File: src/rtl/gpint_pkg.sv
package gpint_pkg;

    localparam int NUM_PORTS = 3;
    localparam int LINE_W    = 8;
    localparam int ADDR_W    = 8;

    // register offsets inside one port bank
    localparam logic [ADDR_W-1:0] OFS_MODE = 8'h00;
    localparam logic [ADDR_W-1:0] OFS_POL  = 8'h04;
    localparam logic [ADDR_W-1:0] OFS_ACK  = 8'h08;
    localparam logic [ADDR_W-1:0] OFS_EN   = 8'h0C;
    localparam logic [ADDR_W-1:0] OFS_STAT = 8'h10;
    localparam logic [ADDR_W-1:0] OFS_DB   = 8'h18;

    typedef enum logic [2:0] {
        SEL_NONE,
        SEL_MODE,
        SEL_POL,
        SEL_ACK,
        SEL_EN,
        SEL_STAT,
        SEL_DB
    } sel_kind_e;

    typedef struct packed {
        logic      hit;
        logic [1:0] port;
        sel_kind_e kind;
    } reg_sel_t;

    typedef struct packed {
        logic [LINE_W-1:0] mode;
        logic [LINE_W-1:0] pol;
        logic [LINE_W-1:0] en;
        logic [LINE_W-1:0] db;
    } port_cfg_t;

    // bank base: index 0 = port A, 1 = port B, 2 = port F
    function automatic logic [ADDR_W-1:0] bank_base(input int unsigned p);
        logic [ADDR_W-1:0] b;
        case (p)
            0:       b = 8'h90;
            1:       b = 8'hAC;
            default: b = 8'h4C;
        endcase
        return b;
    endfunction

    function automatic sel_kind_e kind_of(input logic [ADDR_W-1:0] d);
        sel_kind_e k;
        case (d)
            OFS_MODE: k = SEL_MODE;
            OFS_POL:  k = SEL_POL;
            OFS_ACK:  k = SEL_ACK;
            OFS_EN:   k = SEL_EN;
            OFS_STAT: k = SEL_STAT;
            OFS_DB:   k = SEL_DB;
            default:  k = SEL_NONE;
        endcase
        return k;
    endfunction

    function automatic reg_sel_t decode_addr(input logic [ADDR_W-1:0] a);
        reg_sel_t  s;
        sel_kind_e k;
        s.hit  = 1'b0;
        s.port = 2'd0;
        s.kind = SEL_NONE;
        for (int p = 0; p < NUM_PORTS; p++) begin
            k = kind_of(a - bank_base(p));
            if (k != SEL_NONE) begin
                s.hit  = 1'b1;
                s.port = 2'(p);
                s.kind = k;
            end
        end
        return s;
    endfunction

endpackage

File: src/rtl/gpint_infilt.sv
module gpint_infilt #(
    parameter int DB_CYCLES = 16
) (
    input  logic clk,
    input  logic rst,
    input  logic pin,
    input  logic db_en,
    output logic level
);
    localparam int CNT_W = (DB_CYCLES > 1) ? $clog2(DB_CYCLES) : 1;
    localparam logic [CNT_W-1:0] CNT_LAST = CNT_W'(DB_CYCLES - 1);

    logic [1:0]       sync_q;
    logic [CNT_W-1:0] cnt_q;

    always_ff @(posedge clk) begin
        if (rst) begin
            sync_q <= '0;
            level  <= 1'b0;
            cnt_q  <= '0;
        end else begin
            sync_q <= {sync_q[0], pin};
            if (!db_en) begin
                level <= sync_q[1];
                cnt_q <= '0;
            end else if (sync_q[1] == level) begin
                cnt_q <= '0;
            end else if (cnt_q == CNT_LAST) begin
                level <= sync_q[1];
                cnt_q <= '0;
            end else begin
                cnt_q <= cnt_q + 1'b1;
            end
        end
    end
endmodule

File: src/rtl/gpint_detect.sv
module gpint_detect
    import gpint_pkg::*;
(
    input  logic              clk,
    input  logic              rst,
    input  logic [LINE_W-1:0] filt,
    input  port_cfg_t         cfg,
    input  logic [LINE_W-1:0] ack_mask,
    output logic [LINE_W-1:0] status
);
    logic [LINE_W-1:0] prev_q;
    logic [LINE_W-1:0] latch_q;
    logic [LINE_W-1:0] rise, fall, evt, lvl_hit;

    always_comb begin
        rise    = filt & ~prev_q;
        fall    = ~filt & prev_q;
        evt     = cfg.mode & cfg.en & ((cfg.pol & rise) | (~cfg.pol & fall));
        lvl_hit = ~(filt ^ cfg.pol);
        status  = cfg.en & ((cfg.mode & latch_q) | (~cfg.mode & lvl_hit));
    end

    always_ff @(posedge clk) begin
        if (rst) begin
            prev_q  <= '0;
            latch_q <= '0;
        end else begin
            prev_q  <= filt;
            latch_q <= ((latch_q & ~ack_mask) | evt) & cfg.en & cfg.mode;
        end
    end
endmodule

File: src/rtl/gpint_bank.sv
module gpint_bank
    import gpint_pkg::*;
#(
    parameter int DB_CYCLES = 16
) (
    input  logic              clk,
    input  logic              rst,
    input  logic [LINE_W-1:0] pins,
    input  logic              wr_en,
    input  sel_kind_e         kind,
    input  logic [LINE_W-1:0] wdata,
    output port_cfg_t         cfg,
    output logic [LINE_W-1:0] status
);
    logic [LINE_W-1:0] filt;
    logic [LINE_W-1:0] ack_mask;

    always_ff @(posedge clk) begin
        if (rst) begin
            cfg <= '0;
        end else if (wr_en) begin
            case (kind)
                SEL_MODE: cfg.mode <= wdata;
                SEL_POL:  cfg.pol  <= wdata;
                SEL_EN:   cfg.en   <= wdata;
                SEL_DB:   cfg.db   <= wdata;
                default:  ;
            endcase
        end
    end

    assign ack_mask = (wr_en && kind == SEL_ACK) ? wdata : '0;

    for (genvar i = 0; i < LINE_W; i++) begin : g_line
        gpint_infilt #(.DB_CYCLES(DB_CYCLES)) u_filt (
            .clk   (clk),
            .rst   (rst),
            .pin   (pins[i]),
            .db_en (cfg.db[i]),
            .level (filt[i])
        );
    end

    gpint_detect u_det (
        .clk      (clk),
        .rst      (rst),
        .filt     (filt),
        .cfg      (cfg),
        .ack_mask (ack_mask),
        .status   (status)
    );
endmodule

File: src/rtl/gpint_ctrl.sv
module gpint_ctrl
    import gpint_pkg::*;
#(
    parameter int DB_CYCLES = 16
) (
    input  logic        clk,
    input  logic        rst,
    input  logic [7:0]  bus_addr,
    input  logic        bus_wr,
    input  logic        bus_rd,
    input  logic [7:0]  bus_wdata,
    output logic [7:0]  bus_rdata,
    input  logic [7:0]  pins_a,
    input  logic [7:0]  pins_b,
    input  logic [7:0]  pins_f,
    output logic        irq_ab,
    output logic [7:0]  irq_f
);
    reg_sel_t          sel;
    port_cfg_t         cfg_arr  [NUM_PORTS];
    logic [LINE_W-1:0] stat_arr [NUM_PORTS];
    logic [LINE_W-1:0] pin_arr  [NUM_PORTS];
    logic [LINE_W-1:0] rd_mux;

    assign sel        = decode_addr(bus_addr);
    assign pin_arr[0] = pins_a;
    assign pin_arr[1] = pins_b;
    assign pin_arr[2] = pins_f;

    for (genvar p = 0; p < NUM_PORTS; p++) begin : g_port
        gpint_bank #(.DB_CYCLES(DB_CYCLES)) u_bank (
            .clk    (clk),
            .rst    (rst),
            .pins   (pin_arr[p]),
            .wr_en  (bus_wr && sel.hit && sel.port == 2'(p)),
            .kind   (sel.kind),
            .wdata  (bus_wdata),
            .cfg    (cfg_arr[p]),
            .status (stat_arr[p])
        );
    end

    always_comb begin
        rd_mux = '0;
        for (int p = 0; p < NUM_PORTS; p++) begin
            if (sel.hit && sel.port == 2'(p)) begin
                case (sel.kind)
                    SEL_MODE: rd_mux = cfg_arr[p].mode;
                    SEL_POL:  rd_mux = cfg_arr[p].pol;
                    SEL_EN:   rd_mux = cfg_arr[p].en;
                    SEL_DB:   rd_mux = cfg_arr[p].db;
                    SEL_STAT: rd_mux = stat_arr[p];
                    default:  rd_mux = '0;
                endcase
            end
        end
    end

    always_ff @(posedge clk) begin
        if (rst) bus_rdata <= '0;
        else     bus_rdata <= bus_rd ? rd_mux : '0;
    end

    assign irq_ab = (|stat_arr[0]) | (|stat_arr[1]);
    assign irq_f  = stat_arr[2];
endmodule

File: config.mk
export PLATFORM = sky130hd
export DESIGN_NAME = gpint_ctrl
export DESIGN_NICKNAME = d
export VERILOG_FILES = /design/src/rtl/gpint_pkg.sv /design/src/rtl/gpint_infilt.sv /design/src/rtl/gpint_detect.sv /design/src/rtl/gpint_bank.sv /design/src/rtl/gpint_ctrl.sv
export SDC_FILE = /design/constraint.sdc
export NUM_CORES = 1
export LEC_CHECK = 0
export CAP_MARGIN = 30
export CORE_UTILIZATION = 55
export DETAILED_ROUTE_END_ITERATION = 16
export HOLD_SLACK_MARGIN = 0.1
export PLACE_DENSITY = 0.79
export SYNTH_ARGS = -nofsm -noshare
export SYNTH_HDL_FRONTEND = slang
export SYNTH_SLANG_ARGS = --single-unit
export TNS_END_PERCENT = 30
File: constraint.sdc
create_clock -name clk -period 4.2 [get_ports clk]
set_input_delay 0.42 -clock clk [delete_from_list [all_inputs] [get_ports clk]]
set_output_delay 0.42 -clock clk [all_outputs]
set_load 0.01 [all_outputs]
==> summary.md <==
| Metric | Value |
|---|---|
| Sequential share of the synthesized area | `0.471` |
| Ant. Diodes | `0` |
| Syn. warnings | `0` |
| Slowest stage cell, crit path | `clkdlybuf4s50_1` |
| Synth Register Bits | `between 300 and 400` |
| Vias | `approximately 11k` |
| Final Critical Period | `between 3 and 4 ns` |
| Top post-synthesis cells by count | `dfxtp_1 (320), nor2_1 (292), nand2_1 (160)` |
| Total CTS buffers | `34` |
| DP Area | `between 10000 and 15000 µm²` |
| Final ANT Viol Nets | `0` |
| CP required | `about 4.6 ns` |
| FMAX | `300 MHz` |
| CTS H-tree depth | `2` |
| IO Pins | `61` |
| Hold Path Class | `reg2reg` |
| Power Density | `400 nW/µm²` |
| Clock sink total | `between 300 and 400` |
| FF-to-FF Start | `g_port[1].u_bank.g_line[6].u_filt.level` |
| RSZ-0062 raised after global routing | `false` |
| Largest area contributor in the netlist | `dfxtp_1` |
| Avg WL per Cell | `15.7 µm` |
| Top cell type's share of synthesized area | `0.471` |
| GRT Total Usage | `0.247` |
| Vias in the first global route | `around 11k` |
| DIE WIDTH | `159 µm` |
| Root Driver | `clkbuf_16` |
| TritonCTS clock tree | `done` |
| Register area | `~6400 µm²` |
| Initial Utilization | `0.560` |
| Max-slew violations | `0` |
| Outcome | `finished, final reports clean` |
| CTS resizes | `0` |
| Reg2Reg Depth | `8` |
| Netlist Area Pre-Place | `around 14000 µm²` |
| Pre-antenna DRT Iters | `6` |
| Total gr overflow | `0` |
| Clock buffer depth | `3` |
| Rel. slew slack | `0.566` |
| Worst Setup End Kind | `flip-flop` |
| Worst-Skew Late Latency | `0.51 ns` |
| Hold depth | `1` |
| Die Ht | `approximately 160 µm` |
| Final hold vios | `0` |
| Syn avg cell area | `8.55 µm²` |
| Synth area leaders | `dfxtp_1 (47%), nor2_1 (8.1%), mux2i_1 (5.7%), nand2_1 (4.4%), a21oi_1 (4.3%)` |
| Post-synth EDFFs | `0` |
| Nets | `1724` |
| First-pass GRT wire length | `roughly 52000 µm` |
| Hold Path Origin | `g_port[2].u_bank.g_line[2].u_filt.sync_q[0]` |
| HPWL Detailed | `around 21000 µm` |
| R2r endpoint | `bus_rdata[6]` |
| Initial antenna violation count | `0` |
| PortBufs | `60` |
| Worst Skew | `~0.017 ns` |
| Core area | `~24000 µm²` |
| Ys async rst share | `0` |
| Routed wire length | `31400 µm` |
| Worst reg-to-reg setup slack | `about 2.0 ns` |
| Row cnt | `57` |
| Worst Tran Pin Value | `between 0.6 and 0.7 ns` |
| Setup TNS | `0 ns` |
| Post-CTS setup buffer count | `0` |
| Share of cells above drive strength 1 | `0.0637` |
| Leak pwr | `0.00578 µW` |
| Die area | `between 20000 and 30000 µm²` |
| Worst Path Buf+Inv | `1` |
| 1st-iter DRT viols | `961` |
| Clk slew on worst S/H paths | `~0.060 ns` |
| Critical Path AT | `roughly 3.7 ns` |
| Most common flop cell mapped by yosys | `dfxtp_1` |
| Pwr Total | `approximately 6300 µW` |
| Largest net degree at the start of global routing | `121` |
| Final Core Density | `0.646` |
| Fin area | `15700 µm²` |
| Critical path's largest stage delay | `0.64 ns` |
| DR DRC count | `0` |
| Crit Path Category | `in2reg` |
| Count of cell types in the netlist | `between 60 and 70` |
| Cts hold-fix bufs | `0` |
| Synthesized Nets | `approximately 1.7k` |
| Worst setup SP type | `input pin` |
| Setup violations, final | `0` |
| Area delta synth->final | `15.4%` |
| FILL cells | `just under 2k` |
| Routability cong. | `about 0.92` |
| Max-cap violations | `0` |
| Post-Synthesis Cells | `between 1.5k and 2k` |
| Via density | `between 5 and 6` |
| Count leader, synth | `dfxtp_1` |
| Ratio of final minimum period to clock period | `0.795` |
| Min-Delay Endpoint | `g_port[2].u_bank.g_line[2].u_filt.sync_q[1]` |
| Critical Path, Cell by Cell | `clkdlybuf4s50_1, nor4b_4, nand2_1, or3_4, a221o_1, nor2_1, nand3_1, o21ai_0, a211oi_1` |
| Maximum vdd drop | `~0.34 mV` |
| Delay-heaviest family, CP | `simple AND/OR/NAND/NOR gates` |
| Crit-path max FO | `18` |
| Multi-input logic area | `6810 µm²` |
-- kinds of logic after synthesis --
logic type	Yosys count	share of synthesized area
simple gates	707	0.239
compound gates	265	0.116
fa+ha+maj	24	0.0221
xor+xnor	94	0.0605
flops	320	0.471
buf+inv	100	0.0304
mux	83	0.0616
-- how the worst max path moves through the flow --
stage	endpoint	startpoint	cells after the start
CTS	g_port[2].u_bank.u_det.latch_q[7]	bus_addr[6]	9
global route	g_port[2].u_bank.u_det.latch_q[4]	bus_addr[6]	9
finish	g_port[2].u_bank.u_det.latch_q[7]	bus_addr[6]	9
global placement	bus_rdata[5]	bus_addr[4]	10
detailed placement	g_port[2].u_bank.u_det.latch_q[4]	bus_addr[6]	9
floorplan	bus_rdata[5]	bus_addr[7]	8
-- state kept, by name, indices dropped and copies added, names as in the netlist --
| signal | count |
|---|---|
| g_port.u_bank.u_det.latch_q | 24 |
| g_port.u_bank.cfg | 96 |
| g_port.u_bank.g_line.u_filt.sync_q | 48 |
| bus_rdata | 8 |
| g_port.u_bank.g_line.u_filt.level | 24 |
| g_port.u_bank.u_det.prev_q | 24 |
| g_port.u_bank.g_line.u_filt.cnt_q | 96 |
-- cell usage in the layout (no fill, tap or decap), drive strengths merged, types with 11 or more instances in the layout --
cell | netlist | routed
dfxtp | 320 | 320
nor2 | 295 | 295
nand2 | 160 | 160
a21oi | 117 | 117
nand3 | 81 | 81
mux2i | 77 | 77
nor2b | 75 | 75
o21ai | 72 | 72
clkdlybuf4s50 | 0 | 59
clkbuf | 38 | 52
xnor2 | 50 | 50
xor2 | 44 | 44
buf | 26 | 31
or3 | 30 | 30
inv | 28 | 30
a211oi | 25 | 25
ha | 24 | 24
and2 | 18 | 18
o221ai | 14 | 14
nand4 | 14 | 14
a22oi | 12 | 12
clkinv | 8 | 11
-- stage by stage --
stage,instances,hold WS [ns],setup slack [ns]
after floorplan,1593,0.414,1.60
after global placement,1944,0.416,0.531
after detailed placement,1944,0.422,0.412
after CTS,2004,0.436,0.923
after global routing,2004,0.449,0.675
final,2004,0.432,0.862
-- where the power goes --
part           total (µW)  switching [µW]  internal [µW]
registers            3090            22.3           3070
logic                 240             142           98.0
clock network        2960            1180           1780
-- layer usage --
metal | wire, µm | share of wire | GRT usage | vias to the layer above
met5 | 0 | 0 | 0 | -
met4 | 1270 | 0.040 | 0.109 | 0
met3 | 2110 | 0.067 | 0.0388 | 87
met2 | 14000 | 0.45 | 0.395 | 365
met1 | 14000 | 0.45 | 0.332 | 5202
li1 | - | - | - | 5520
-- area by class of cell --
cell class / count / share of cell area
multi-input combinational: 1173 / 0.433
tap: 324 / 0.0258
timing repair buffer: 91 / 0.0541
inverter: 36 / 0.00860
clock buffer: 51 / 0.0640
sequential: 320 / 0.408
clock inverter: 9 / 0.00685
No activity file was read; power rests on OpenSTA's default activity.
